[src/rtl/bp_pkg.sv]
package bp_pkg;
    typedef enum logic [1:0] {
        REPL_REMAP = 2'b00,
        REPL_LO    = 2'b01,
        REPL_HI    = 2'b10,
        REPL_BOTH  = 2'b11
    } repl_e;

    localparam int WORD_W   = 32;
    localparam int KEY_BIT  = 1;
    localparam int EN_BIT   = 0;
    localparam int CNT_W    = 7;
endpackage

[src/rtl/bp_ctrl_reg.sv]
module bp_ctrl_reg
    import bp_pkg::*;
#(
    parameter int NUM_COMP = 6
) (
    input  logic              clk,
    input  logic              rst_n,
    input  logic              wr_en,
    input  logic [WORD_W-1:0] wdata,
    output logic              en_o,
    output logic [WORD_W-1:0] rdata_o
);
    localparam logic [CNT_W-1:0] COUNT = CNT_W'(NUM_COMP);

    logic en_q;

    always_ff @(posedge clk or negedge rst_n) begin
        if (!rst_n)
            en_q <= 1'b0;
        else if (wr_en && wdata[KEY_BIT])
            en_q <= wdata[EN_BIT];
    end

    assign en_o = en_q;

    // revision | reserved | count high | literal count | count low | zero | key | enable
    assign rdata_o = {4'h0, 13'h0, COUNT[6:4], 4'h0, COUNT[3:0], 2'b00, 1'b0, en_q};
endmodule

[src/rtl/bp_comparator.sv]
module bp_comparator
    import bp_pkg::*;
(
    input  logic              clk,
    input  logic              rst_n,
    input  logic              wr_en,
    input  logic [WORD_W-1:0] wdata,
    input  logic              glb_en,
    input  logic              fetch_valid,
    input  logic [31:1]       fetch_addr,
    output logic [WORD_W-1:0] rdata_o,
    output logic              brk_o,
    output logic              remap_o
);
    logic [WORD_W-1:0] cfg_q;
    logic              hit;
    repl_e             repl;

    always_ff @(posedge clk or negedge rst_n) begin
        if (!rst_n)
            cfg_q <= '0;
        else if (wr_en)
            cfg_q <= wdata;
    end

    assign rdata_o = cfg_q;
    assign repl    = repl_e'(cfg_q[31:30]);
    assign hit     = fetch_valid && glb_en && cfg_q[EN_BIT]
                     && (fetch_addr[31:29] == 3'b000)
                     && (fetch_addr[28:2] == cfg_q[28:2]);

    always_comb begin
        brk_o   = 1'b0;
        remap_o = 1'b0;
        unique case (repl)
            REPL_REMAP: remap_o = hit;
            REPL_LO:    brk_o   = hit && !fetch_addr[1];
            REPL_HI:    brk_o   = hit &&  fetch_addr[1];
            REPL_BOTH:  brk_o   = hit;
        endcase
    end
endmodule

[src/rtl/bp_lowest_first.sv]
module bp_lowest_first #(
    parameter int N     = 6,
    parameter int IDX_W = (N > 1) ? $clog2(N) : 1
) (
    input  logic [N-1:0]     req,
    output logic             any_o,
    output logic [IDX_W-1:0] idx_o
);
    always_comb begin
        any_o = |req;
        idx_o = '0;
        for (int i = N - 1; i >= 0; i--) begin
            if (req[i])
                idx_o = IDX_W'(i);
        end
    end
endmodule

[src/rtl/bp_unit.sv]
module bp_unit
    import bp_pkg::*;
#(
    parameter int  NUM_COMP = 6,
    localparam int SEL_W    = $clog2(NUM_COMP + 1),
    localparam int IDX_W    = (NUM_COMP > 1) ? $clog2(NUM_COMP) : 1
) (
    input  logic              clk,
    input  logic              rst_n,
    input  logic [SEL_W-1:0]  reg_sel,
    input  logic              reg_wen,
    input  logic [31:0]       reg_wdata,
    output logic [31:0]       reg_rdata,
    input  logic              fetch_valid,
    input  logic [31:1]       fetch_addr,
    output logic              brk_req,
    output logic              remap_hit,
    output logic [IDX_W-1:0]  remap_idx
);
    logic              glb_en;
    logic [31:0]       ctrl_rd;
    logic [31:0]       cmp_rd [NUM_COMP];
    logic [NUM_COMP-1:0] cmp_we;
    logic [NUM_COMP-1:0] cmp_brk;
    logic [NUM_COMP-1:0] cmp_remap;

    bp_ctrl_reg #(.NUM_COMP(NUM_COMP)) u_ctrl (
        .clk     (clk),
        .rst_n   (rst_n),
        .wr_en   (reg_wen && (reg_sel == '0)),
        .wdata   (reg_wdata),
        .en_o    (glb_en),
        .rdata_o (ctrl_rd)
    );

    for (genvar k = 0; k < NUM_COMP; k++) begin : g_cmp
        assign cmp_we[k] = reg_wen && (reg_sel == SEL_W'(k + 1));

        bp_comparator u_cmp (
            .clk         (clk),
            .rst_n       (rst_n),
            .wr_en       (cmp_we[k]),
            .wdata       (reg_wdata),
            .glb_en      (glb_en),
            .fetch_valid (fetch_valid),
            .fetch_addr  (fetch_addr),
            .rdata_o     (cmp_rd[k]),
            .brk_o       (cmp_brk[k]),
            .remap_o     (cmp_remap[k])
        );
    end

    bp_lowest_first #(.N(NUM_COMP), .IDX_W(IDX_W)) u_prio (
        .req   (cmp_remap),
        .any_o (remap_hit),
        .idx_o (remap_idx)
    );

    assign brk_req = |cmp_brk;

    always_comb begin
        reg_rdata = '0;
        if (reg_sel == '0)
            reg_rdata = ctrl_rd;
        for (int k = 0; k < NUM_COMP; k++) begin
            if (reg_sel == SEL_W'(k + 1))
                reg_rdata = cmp_rd[k];
        end
    end
endmodule

[config.mk]
export PLATFORM = sky130hd
export DESIGN_NAME = bp_unit
export DESIGN_NICKNAME = d
export VERILOG_FILES = /design/src/rtl/bp_pkg.sv /design/src/rtl/bp_ctrl_reg.sv /design/src/rtl/bp_comparator.sv /design/src/rtl/bp_lowest_first.sv /design/src/rtl/bp_unit.sv
export SDC_FILE = /design/constraint.sdc
export NUM_CORES = 1
export LEC_CHECK = 0
export BUFFER_PORTS_ARGS = -buffer_cell sky130_fd_sc_hd__buf_4
export CORE_UTILIZATION = 50
export CTS_CLUSTER_SIZE = 28
export DETAILED_ROUTE_END_ITERATION = 10
export PLACE_DENSITY_LB_ADDON = 0.1
export SYNTH_ARGS = -nofsm -noshare
export SYNTH_HDL_FRONTEND = slang
export SYNTH_SLANG_ARGS = --single-unit
[constraint.sdc]
create_clock -name clk -period 2.4 [get_ports clk]
set_input_delay 0.24 -clock clk [delete_from_list [all_inputs] [get_ports clk]]
set_output_delay 0.24 -clock clk [all_outputs]
set_load 0.05 [all_outputs]
# --- Word level (Yosys, flattened, before mapping) ---
# Index checks and enable logic that the tools add are counted.
word_totals:
  register_bits: 193
  inputBits: 70
  output_inout_bits: 37
  wordCells: 112
op_classes:
  n_eq_ne: 30
  muxes: 25
  reduce_logical: 50
op_table:
  columns: ["op", "count"]
  rows:
  - ["$mux 32", 6]
  - ["$eq 27x27->1", 6]
  - ["$logic_and 1x1->1", 39]
  - ["$eq 2x2->1 const B", 12]
  - ["$mux 3", 6]
  - ["$pmux 1 s3", 6]
  - ["$eq 2x1->1 const B", 6]
  - ["$logic_not 2->1", 6]
  - ["$reduce_or 6->1", 2]
  - ["$eq 3x3->1 const B", 3]
  - ["$mux 7", 1]
  - ["$eq 3x2->1 const B", 2]
  - ["$logic_not 3->1", 2]
  - ["$mux 1", 6]
  - ["$eq 3x1->1 const B", 1]
  - ["$logic_not 1->1", 1]

# --- Longest topological paths before layout ---
# Gate-level depths: netlist of the first run.
depth:
  depth_word: 11
  depth_mapped: 8
  ltp_nobuf: 7

# --- Modules after synthesis ---
# From an unflattened synthesis of the first run, not the netlist that was laid out.
hier_totals:
  hier_cells: 1079
  area_unflattened_um2: 12156.7
by_module_without_submodules:
  columns: ["mod", "instances", "cells_each", "area_per_inst_um2", "seq_area_each_um2"]
  rows:
  - ["bp_comparator", 6, 119, 1572.8, 800.8]
  - ["bp_unit", 1, 318, 2376.0, 0.0]
  - ["bp_ctrl_reg", 1, 37, 291.5, 25.0]
  - ["bp_lowest_first", 1, 10, 52.6, 0.0]

# --- Worst setup path after synthesis of the first run ---
# No wires, ideal clock.
synth_path:
  path_type: "input to output"
  from: "input port fetch_addr[23] in the netlist's numbering"
  to: "output port brk_req"
  t_arrival_ns: 2.350
  required_ns: 2.160
  path_slack_ns: -0.190
  path_stages: 6
  path_buffers: 1
  cell_sequence: "buf_2 -> xnor2_1 -> nand4_1 -> nor4_1 -> nand3_1 -> o311ai_1"
synth_via:
  elab_chain_cells: 5
  word_cells_on_any_way: 31
  classes_between: "eq/ne (6); mux (6); reduce/logical (19)"
synth_lines:
  columns: ["item", "line", "rtl"]
  rows:
  - ["from (decl)", "bp_unit.sv:15", "input logic [31:1] fetch_addr,"]
  - ["$eq 27x27->1", "bp_comparator.sv:30", "&& (fetch_addr[28:2] == cfg_q[28:2]);"]
  - ["$logic_and 1x1->1", "bp_comparator.sv:30", null]
  - ["$logic_and 1x1->1, on equally long branches", "bp_comparator.sv:38, bp_comparator.sv:37", null]
  - ["$pmux 1 s3", "bp_comparator.sv:35", "unique case (repl)"]
  - ["$reduce_or 6->1 (*)", "bp_unit.sv:59", "assign brk_req = |cmp_brk;"]
  - ["to (decl)", "bp_unit.sv:16", "output logic brk_req,"]
# Every way passes the cells marked *; elsewhere a longest branch is shown, timed or not.

# --- Worst setup path in the final report of the first run ---
layout_path:
  from: "register g_cmp[5].u_cmp.cfg_q[10]"
  to: "output port remap_idx[0]"
layout_via:
  elab_chain_cells: 9
layout_lines:
  columns: ["item", "line", "rtl"]
  rows:
  - ["from (decl)", "bp_comparator.sv:15", "logic [WORD_W-1:0] cfg_q;"]
  - ["from (signal assigned)", "bp_comparator.sv:23", "cfg_q <= wdata;"]
  - ["$eq 27x27->1", "bp_comparator.sv:30", null]
  - ["$logic_and 1x1->1", "bp_comparator.sv:30", null]
  - ["$mux 1", "bp_comparator.sv:35", null]
  - ["$mux 3 (6 in a row)", "bp_lowest_first.sv:13", "if (req[i])"]
  - ["to (decl)", "bp_unit.sv:18", "output logic [IDX_W-1:0] remap_idx"]
# Every way passes these cells.

==> metrics.txt, run 1 <==
# TYPE chip_impl_metric gauge
chip_impl_metric{name="num-fill-cells",unit=""} 1809
chip_impl_metric{name="setup_viol",unit=""} 5
chip_impl_metric{name="flow.area_growth_from_synthesis",unit="%"} 20.83
chip_impl_metric{name="clock_sink_count",unit=""} 193
chip_impl_metric{name="post_synth.cell_area_avg",unit="sq um"} 10.89
chip_impl_metric{name="yosys.area_share.adder",unit=""} 0.02297
chip_impl_metric{name="floorplan.die_area",unit="sq mm"} 0.02349
chip_impl_info{name="netlist_top_cells_count",value="sky130_fd_sc_hd__dfrtp_1 (193), sky130_fd_sc_hd__mux2_2 (191), sky130_fd_sc_hd__xnor2_1 (134), sky130_fd_sc_hd__nor2_1 (74), sky130_fd_sc_hd__o21ai_0 (55)"} 1
chip_impl_metric{name="cp_max_fo",unit=""} 3
chip_impl_metric{name="finalCriticalPeriod",unit="ps"} 2743
chip_impl_metric{name="cp_data_arrival_time",unit="ps"} 2500
chip_impl_metric{name="die_y",unit="microns"} 153.3
chip_impl_metric{name="synth-seq-area-share",unit=""} 0.4222
chip_impl_info{name="yosysMostFrequentCell",value="sky130_fd_sc_hd__dfrtp_1"} 1
chip_impl_metric{name="dr.pass1.iters",unit=""} 5
chip_impl_metric{name="start_util",unit=""} 0.5177
chip_impl_metric{name="rows",unit=""} 54
chip_impl_info{name="holdCritPathClass",value="in2reg"} 1
chip_impl_metric{name="grt_pass1_vias",unit=""} 8542
chip_impl_info{name="maxUsedRoutingLayer",value="met4"} 1
chip_impl_metric{name="routed_wirelength_normalized_by_instance_count",unit="microns"} 24.75
chip_impl_info{name="worstSetupEndpointType",value="output pin"} 1
chip_impl_info{name="dominant_combinational_cell_family_by_area_after_synthesis",value="multiplexers"} 1
chip_impl_metric{name="final_critical_path_share_of_the_clock_period",unit=""} 1.143
chip_impl_metric{name="timing.max_slew.rel_slack",unit=""} 0.6143
chip_impl_info{name="crit_chain",value="xnor2_1 > nand4_1 > nor4_4 > buf_4 > nand3_2 > a21oi_2 > o21ai_1 > a21boi_2 > buf_6"} 1
chip_impl_metric{name="drt-met1-wl",unit="mm"} 16.20
chip_impl_metric{name="post_synth_and_or_nand_nor_area_fraction",unit=""} 0.08280
chip_impl_metric{name="worstMarginPinSlew",unit="ps"} 577.9
chip_impl_metric{name="cts_buffer_depth",unit=""} 2
chip_impl_metric{name="postRouteWirelength",unit="mm"} 35.94
chip_impl_metric{name="fmax",unit="GHz"} 0.3646
chip_impl_metric{name="synth_fp_nets",unit=""} 1141
chip_impl_metric{name="gp_routability_congestion",unit=""} 0.9756
chip_impl_metric{name="grt_pass1_wl",unit="mm"} 54.57
chip_impl_metric{name="core",unit="sq mm"} 0.02209
chip_impl_metric{name="gr-total-overflow",unit=""} 0
chip_impl_metric{name="fin_worst_skew",unit="ps"} 0
chip_impl_metric{name="critical-path-max-stage-delay",unit="ps"} 410
chip_impl_metric{name="synth_seq_cells",unit=""} 193
chip_impl_metric{name="grt_antenna_before_repair",unit=""} 0
chip_impl_metric{name="post-synth-top-area-fraction",unit=""} 0.4222
chip_impl_metric{name="fin_nets",unit=""} 1250
chip_impl_metric{name="drt_first_iter_violations",unit=""} 606
chip_impl_metric{name="hold_violations",unit=""} 0
chip_impl_metric{name="drc_errors",unit=""} 0
chip_impl_info{name="worst_path_slowest_cell",value="sky130_fd_sc_hd__dfrtp_1"} 1
chip_impl_metric{name="required",unit="ps"} 2160
chip_impl_metric{name="chipWidth",unit="microns"} 153.3
chip_impl_info{name="worstSetupStartpointType",value="flip-flop"} 1
chip_impl_metric{name="synth.mux.area_fraction",unit=""} 0.2172
chip_impl_metric{name="ys_warn_count",unit=""} 0
chip_impl_info{name="yosys.area.top_type",value="sky130_fd_sc_hd__dfrtp_1"} 1
chip_impl_metric{name="dpl.cell_count",unit=""} 1414
chip_impl_metric{name="gr-usage-all-layers",unit=""} 0.3144
chip_impl_metric{name="number_of_enable_flip_flop_cells_after_synthesis",unit=""} 0
chip_impl_info{name="ys_top_cells_by_area",value="sky130_fd_sc_hd__dfrtp_1 (42%), sky130_fd_sc_hd__mux2_2 (19%), sky130_fd_sc_hd__xnor2_1 (10%)"} 1
chip_impl_info{name="violations",value="setup timing"} 1
chip_impl_metric{name="power-per-cell-area",unit="mW/mm^2"} 806.1
chip_impl_metric{name="place_hpwl",unit="mm"} 26.04
chip_impl_metric{name="io_pins",unit=""} 107
chip_impl_metric{name="drv_slew",unit=""} 0
chip_impl_info{name="cts_root_buffer",value="sky130_fd_sc_hd__clkbuf_16"} 1
chip_impl_metric{name="clk_latency",unit="ps"} 440
chip_impl_info{name="unrepaired_setup_endpoints_after_global_routing",value="yes"} 1
chip_impl_metric{name="clk_pin_slew",unit="ps"} 80
chip_impl_metric{name="postLayoutCellArea",unit="sq mm"} 0.01382
chip_impl_metric{name="synthesis.instances",unit=""} 1050
chip_impl_info{name="yosys_most_used_dff",value="sky130_fd_sc_hd__dfrtp_1"} 1
chip_impl_info{name="outcome",value="complete, but fails checks"} 1
chip_impl_metric{name="yosys.area_share.xor_xnor",unit=""} 0.1271
chip_impl_metric{name="vdd_ir_drop_max",unit="uV"} 477.0
chip_impl_metric{name="final-instance-count-excl-fill",unit=""} 1452
chip_impl_metric{name="cts_made_buffers",unit=""} 17
chip_impl_info{name="tritoncts",value="done"} 1
chip_impl_metric{name="n_antenna_cell",unit=""} 0
chip_impl_metric{name="layout_setup_ws",unit="ps"} -342.5
chip_impl_metric{name="final_antenna_net_count",unit=""} 0
chip_impl_metric{name="synth.lib_cells_used.distinct",unit=""} 48
chip_impl_info{name="crit_type",value="reg2out"} 1
chip_impl_metric{name="static-leakage-power",unit="nW"} 5.931
chip_impl_metric{name="avgViaCountPerCell",unit=""} 5.981
chip_impl_metric{name="fraction_of_layout_cells_with_a_size_suffix_above_1",unit=""} 0.3959
chip_impl_metric{name="post_dp_cell_area",unit="sq mm"} 0.01294
chip_impl_metric{name="area_fraction_in_compound_gates_after_synthesis",unit=""} 0.07963
chip_impl_metric{name="grt_max_degree",unit=""} 50
chip_impl_metric{name="met3WireLength",unit="mm"} 2.524
chip_impl_metric{name="htree_levels",unit=""} 4
chip_impl_metric{name="post_synth_instance_area",unit="sq mm"} 0.01144
chip_impl_metric{name="vias",unit=""} 8684
chip_impl_metric{name="synth_async_sr_flop_share",unit=""} 1.000
chip_impl_metric{name="dr_wl_met2",unit="mm"} 16.09
chip_impl_metric{name="post-route-util",unit=""} 0.6256
chip_impl_metric{name="place.port_buffers",unit=""} 106
chip_impl_metric{name="max_cap_viols",unit=""} 0
## logic make-up (layout without fill, tap and decap cells)
family	Yosys count	in the layout
AND/OR/NAND/NOR	179	179
XOR/XNOR	166	166
flip-flops	193	193
AO/OA/AOI/OAI	149	149
multiplexers	223	223
adder cells (fa/ha/maj)	21	21
buffers and inverters	119	241
## repair_timing
action,CTS,global route
hold endpoints to repair,44,0
buffers inserted,2,3
gates resized for setup,21,19
pin swaps,8,14
hold buffers,1,0
setup endpoints to repair,5,5
## metal layers
layer	up-vias	track usage
met4	0	0.1097
met3	69	0.05954
met1	4364	0.4525
li1	3889	-
met5	-	0
met2	362	0.4723
## where the power goes
part / switching [mW] / total (mW) / internal (mW)
combinational: 1.94 / 3.62 / 1.69
sequential: 0.709 / 4.68 / 3.97
clock: 1.41 / 2.84 / 1.43
total: 4.06 / 11.1 / 7.08
## placed cells by master (no fill, tap or decap), drive strengths merged
| cell | Yosys | layout |
|---|---|---|
| dlygate4sd3 | 0 | 1 |
| inv | 38 | 46 |
| a21oi | 53 | 53 |
| o311a | 1 | 1 |
| a221oi | 29 | 29 |
| o21ai | 56 | 56 |
| a21boi | 1 | 1 |
| nor2 | 76 | 76 |
| mux2i | 30 | 30 |
| o311ai | 1 | 1 |
| nor4 | 17 | 17 |
| and4 | 1 | 1 |
| and2 | 2 | 2 |
| buf | 61 | 169 |
| xnor2 | 134 | 134 |
| nor3 | 3 | 3 |
| or2 | 1 | 1 |
| a211oi | 2 | 2 |
| o32a | 1 | 1 |
| nand3 | 11 | 11 |
| a31oi | 2 | 2 |
| mux4 | 1 | 1 |
| dfrtp | 193 | 193 |
| a2111oi | 1 | 1 |
| nand4 | 36 | 36 |
| nand2 | 23 | 23 |
| nor4b | 1 | 1 |
| ha | 21 | 21 |
| clkbuf | 20 | 20 |
| and3 | 1 | 1 |
| o21bai | 1 | 1 |
| xor2 | 32 | 32 |
| mux2 | 192 | 192 |
| clkinv | 0 | 5 |
| nand3b | 1 | 1 |
| nor2b | 4 | 4 |
| o221ai | 1 | 1 |
| nand2b | 2 | 2 |
## path summary, 6_finish.rpt
path | cells past startpoint | endpoint | startpoint | slack, ps
max in group asynchronous | 3 | g_cmp[0].u_cmp.rdata_o[17] | rst_n | 1380
max reg2reg | 2 | g_cmp[4].u_cmp.rdata_o[18] | g_cmp[4].u_cmp.rdata_o[18] | 1480
min reg2reg | 1 | g_cmp[3].u_cmp.rdata_o[29] | g_cmp[3].u_cmp.rdata_o[29] | 490
min in group asynchronous | 2 | g_cmp[1].u_cmp.rdata_o[23] | rst_n | 310
max | 9 | remap_idx[0] | g_cmp[5].u_cmp.rdata_o[10] | -340
min | 3 | g_cmp[3].u_cmp.rdata_o[31] | reg_wdata[31] | 50
## state kept, by name (all words and copies together) (netlist names)
| register | flops |
|---|---|
| g_cmp.u_cmp.rdata_o | 192 |
| u_ctrl.en_o | 1 |
## layout make-up
cell class	count	area (sq um)	share of cell area
clock inverter	13	116.4	0.008419
inverter	38	142.6	0.01032
tap	280	350.3	0.02535
multi-input combinational	738	6467	0.4680
clock buffer	19	452.9	0.03277
timing repair buffer	171	1461	0.1057
sequential	193	4830	0.3494
## critical path: cells and delay by family, from the launching register on
family                    cells  cell delay [ps]
and+or+nand+nor               3              610
DFF                           1              410
AOI/OAI and AO/OA             3              370
buffers and inverters         2              350
xor gates and xnor gates      1              310
## metrics by stage
stage	setup slack, ps	total power, mW	setup TNS, ps	hold WS [ps]
after detailed placement	-121.8	8.181	-401.6	224.4
after floorplan	40.06	6.854	0	-55.59
after CTS	-442.7	11.08	-1897	45.81
after global placement	-69.22	8.125	-189.3	230.5
final	-342.5	11.14	-1544	53.29
after global routing	-437.1	11.61	-1967	59.79
No activity file was read; power rests on OpenSTA's default activity.
==> run 2: changes to the inputs <==
--- a/config.mk
+++ b/config.mk
@@ -6,10 +6,11 @@
 export NUM_CORES = 1
 export LEC_CHECK = 0
 export BUFFER_PORTS_ARGS = -buffer_cell sky130_fd_sc_hd__buf_4
-export CORE_UTILIZATION = 50
+export CORE_UTILIZATION = 46
 export CTS_CLUSTER_SIZE = 28
 export DETAILED_ROUTE_END_ITERATION = 10
 export PLACE_DENSITY_LB_ADDON = 0.1
+export RECOVER_POWER = 50
 export SYNTH_ARGS = -nofsm -noshare
 export SYNTH_HDL_FRONTEND = slang
 export SYNTH_SLANG_ARGS = --single-unit
==> run 2 against run 1 <==
The flow still finishes with violations (setup timing). Maximum frequency down 3.9%. Die area rose by 8.6%. Core utilization decreased by 5.2 points. First-iteration DRC count is 22% higher. Via count up 0.33%. Global-route usage decreased by 1.3 points. Routed wire length up 2.9%. Register-to-register slack about the same. Sequential power about the same. Cell count up 4.0%. Sequential share of layout area fell by 0.30 points. Worst setup slack worse by 110 ps. Critical path type unchanged. Largest cell class unchanged. Highest routed layer is now met5.
==> metrics.txt, run 2 (same netlist as run 1, synthesis figures left out) <==
# TYPE chip_impl_metric gauge
chip_impl_metric{name="worstMarginPinSlew",unit="ps"} 1316
chip_impl_metric{name="layout_setup_ws",unit="ps"} -452.6
chip_impl_info{name="critical_path_source",value="g_cmp[5].u_cmp.rdata_o[27]"} 1
chip_impl_info{name="layout_common_cells",value="sky130_fd_sc_hd__dfrtp_1 (193), sky130_fd_sc_hd__mux2_2 (191), sky130_fd_sc_hd__buf_4 (167), sky130_fd_sc_hd__xnor2_1 (117), sky130_fd_sc_hd__nor2_1 (75)"} 1
chip_impl_metric{name="drv_slew",unit=""} 0
chip_impl_metric{name="place_hpwl",unit="mm"} 26.39
chip_impl_metric{name="gr-usage-all-layers",unit=""} 0.3012
chip_impl_metric{name="intPower",unit="mW"} 7.306
chip_impl_metric{name="setup_viol",unit=""} 40
chip_impl_metric{name="gr-total-overflow",unit=""} 0
chip_impl_metric{name="fin_nets",unit=""} 1264
chip_impl_info{name="violations",value="setup timing"} 1
chip_impl_metric{name="routed_wirelength_normalized_by_instance_count",unit="microns"} 24.49
chip_impl_metric{name="min_delay_path_depth",unit=""} 2
chip_impl_metric{name="postRouteWirelength",unit="mm"} 36.98
chip_impl_metric{name="finalCriticalPeriod",unit="ps"} 2853
chip_impl_info{name="worstSetupStartpointType",value="flip-flop"} 1
chip_impl_metric{name="fraction_of_layout_cells_with_a_size_suffix_above_1",unit=""} 0.4022
chip_impl_metric{name="n_antenna_cell",unit=""} 0
chip_impl_metric{name="place_ws",unit="ps"} -105.5
chip_impl_metric{name="worst_r2r_path_depth",unit=""} 2
chip_impl_metric{name="seq_power_share",unit=""} 0.408
chip_impl_metric{name="clk_latency",unit="ps"} 440
chip_impl_info{name="timing.hold.worst.start",value="reg_wdata[29]"} 1
chip_impl_info{name="worstSetupEndpointType",value="output pin"} 1
chip_impl_metric{name="grt_max_degree",unit=""} 69
chip_impl_metric{name="final_critical_path_share_of_the_clock_period",unit=""} 1.189
chip_impl_metric{name="static-leakage-power",unit="nW"} 5.977
chip_impl_metric{name="die_y",unit="microns"} 159.7
chip_impl_metric{name="cts_buffer_depth",unit=""} 2
chip_impl_metric{name="hold_violations",unit=""} 0
chip_impl_metric{name="post-route-util",unit=""} 0.5732
chip_impl_metric{name="finalPower",unit="mW"} 11.43
chip_impl_metric{name="chipWidth",unit="microns"} 159.7
chip_impl_metric{name="rows",unit=""} 57
chip_impl_metric{name="switching_share",unit=""} 0.3609
chip_impl_metric{name="io_pins",unit=""} 107
chip_impl_info{name="unrepaired_setup_endpoints_after_global_routing",value="yes"} 1
chip_impl_metric{name="final_antenna_net_count",unit=""} 0
chip_impl_metric{name="cts_made_buffers",unit=""} 17
chip_impl_metric{name="flow.area_growth_from_synthesis",unit="%"} 21.87
chip_impl_metric{name="fmax",unit="GHz"} 0.3506
chip_impl_metric{name="required",unit="ps"} 2160
chip_impl_info{name="holdCritPathClass",value="in2reg"} 1
chip_impl_metric{name="dr.pass1.iters",unit=""} 4
chip_impl_metric{name="power_switching",unit="mW"} 4.126
chip_impl_metric{name="drc_errors",unit=""} 0
chip_impl_info{name="outcome",value="complete, but fails checks"} 1
chip_impl_metric{name="clk_pin_slew",unit="ps"} 70
chip_impl_metric{name="cp_data_arrival_time",unit="ps"} 2610
chip_impl_metric{name="gp_routability_congestion",unit=""} 0.8820
chip_impl_metric{name="pwr-share-clk",unit=""} 0.271
chip_impl_metric{name="htree_levels",unit=""} 4
chip_impl_metric{name="post_dp_cell_area",unit="sq mm"} 0.01308
chip_impl_metric{name="fin_tns_setup",unit="ps"} -6206
chip_impl_metric{name="timing.max_slew.rel_slack",unit=""} 0.1229
chip_impl_metric{name="cp_max_fo",unit=""} 3
chip_impl_metric{name="grt_pass1_vias",unit=""} 8851
chip_impl_metric{name="power-per-cell-area",unit="mW/mm^2"} 820.1
chip_impl_metric{name="fin_worst_skew",unit="ps"} 0
chip_impl_metric{name="place.port_buffers",unit=""} 106
chip_impl_metric{name="avgViaCountPerCell",unit=""} 5.770
chip_impl_metric{name="max_cap_viols",unit=""} 0
chip_impl_metric{name="largest_register_ffs",unit=""} 192
chip_impl_metric{name="comb_power_share",unit=""} 0.321
chip_impl_metric{name="drt_first_iter_violations",unit=""} 741
chip_impl_metric{name="grt_antenna_before_repair",unit=""} 0
chip_impl_info{name="tritoncts",value="done"} 1
chip_impl_metric{name="postLayoutCellArea",unit="sq mm"} 0.01394
chip_impl_metric{name="floorplan.die_area",unit="sq mm"} 0.02550
chip_impl_info{name="crit_type",value="reg2out"} 1
chip_impl_metric{name="core",unit="sq mm"} 0.02432
chip_impl_metric{name="clock_sink_count",unit=""} 193
chip_impl_info{name="reg2reg_from",value="g_cmp[3].u_cmp.rdata_o[4]"} 1
chip_impl_metric{name="start_util",unit=""} 0.4703
chip_impl_metric{name="vdd_ir_drop_max",unit="uV"} 536.2
chip_impl_metric{name="vias",unit=""} 8713
chip_impl_info{name="cts_root_buffer",value="sky130_fd_sc_hd__clkbuf_16"} 1
chip_impl_info{name="layout.cells.most_common",value="sky130_fd_sc_hd__dfrtp_1"} 1
chip_impl_metric{name="grt_pass1_wl",unit="mm"} 56.96
==> run 2: per-layer routing <==
| metal | wire length (microns) | global-route usage | vias up |
|---|---|---|---|
| li1 | - | - | 3908 |
| met2 | 17020 | 0.4665 | 321 |
| met3 | 2225 | 0.04623 | 62 |
| met4 | 1054 | 0.09790 | 2 |
| met1 | 16600 | 0.4313 | 4420 |
| met5 | 79 | 0 | - |
==> run 2: timing repair <==
action	in CTS	in global routing
resized for setup	26	12
hold buffers	1	0
setup endpoints to repair	5	5
pin swaps	5	4
endpoints found under the hold margin	34	0
buffers inserted	2	2
==> run 2: power groups by stage <==
| stage | clock network [mW] | registers, mW | logic [mW] |
|---|---|---|---|
| after CTS | 3.13 | 4.65 | 3.63 |
| after detailed placement | 0 | 4.70 | 3.54 |
| after floorplan | 0 | 4.51 | 2.34 |
| after global routing | 3.28 | 4.77 | 3.91 |
| final | 3.10 | 4.66 | 3.67 |
| after global placement | 0 | 4.68 | 3.51 |
==> run 2: path summary, 6_finish.rpt <==
path	endpoint	slack [ps]
worst max-delay path	remap_idx[0]	-450
worst min-delay path	g_cmp[3].u_cmp.rdata_o[29]	60
worst max register to register	g_cmp[3].u_cmp.rdata_o[4]	1480
worst min register to register	g_cmp[3].u_cmp.rdata_o[29]	490
max in group asynchronous	g_cmp[2].u_cmp.rdata_o[2]	290
min in group asynchronous	g_cmp[2].u_cmp.rdata_o[16]	490
==> run 2: cell type report <==
| cell class | count | area (sq um) |
|---|---|---|
| clock inverters | 15 | 216.5 |
| multi-input cells | 738 | 6444 |
| well taps | 324 | 405.4 |
| inverters | 38 | 142.6 |
| fillers | 2080 | 10380 |
| clock buffers | 17 | 425.4 |
| flip-flops and latches | 193 | 4830 |
| repair buffers | 185 | 1476 |
==> run 2: critical path: stages, from the launching register on <==
cell                       delay (ps)
sky130_fd_sc_hd__dfrtp_1          400
sky130_fd_sc_hd__xnor2_1          400
sky130_fd_sc_hd__nand4_1          340
sky130_fd_sc_hd__nor4_4           260
sky130_fd_sc_hd__nand3_2          130
sky130_fd_sc_hd__a21oi_2          120
sky130_fd_sc_hd__o21ai_1           70
sky130_fd_sc_hd__a21boi_1         220
sky130_fd_sc_hd__buf_4            240
==> run 2: metrics by stage <==
| step | cells | hold WS (ps) |
|---|---|---|
| floorplan | 1050 | -55.59 |
| global placement | 1473 | 192.3 |
| detailed placement | 1473 | 194.9 |
| CTS | 1508 | 49.58 |
| global route | 1510 | 60.19 |
| finish | 1510 | 60.15 |
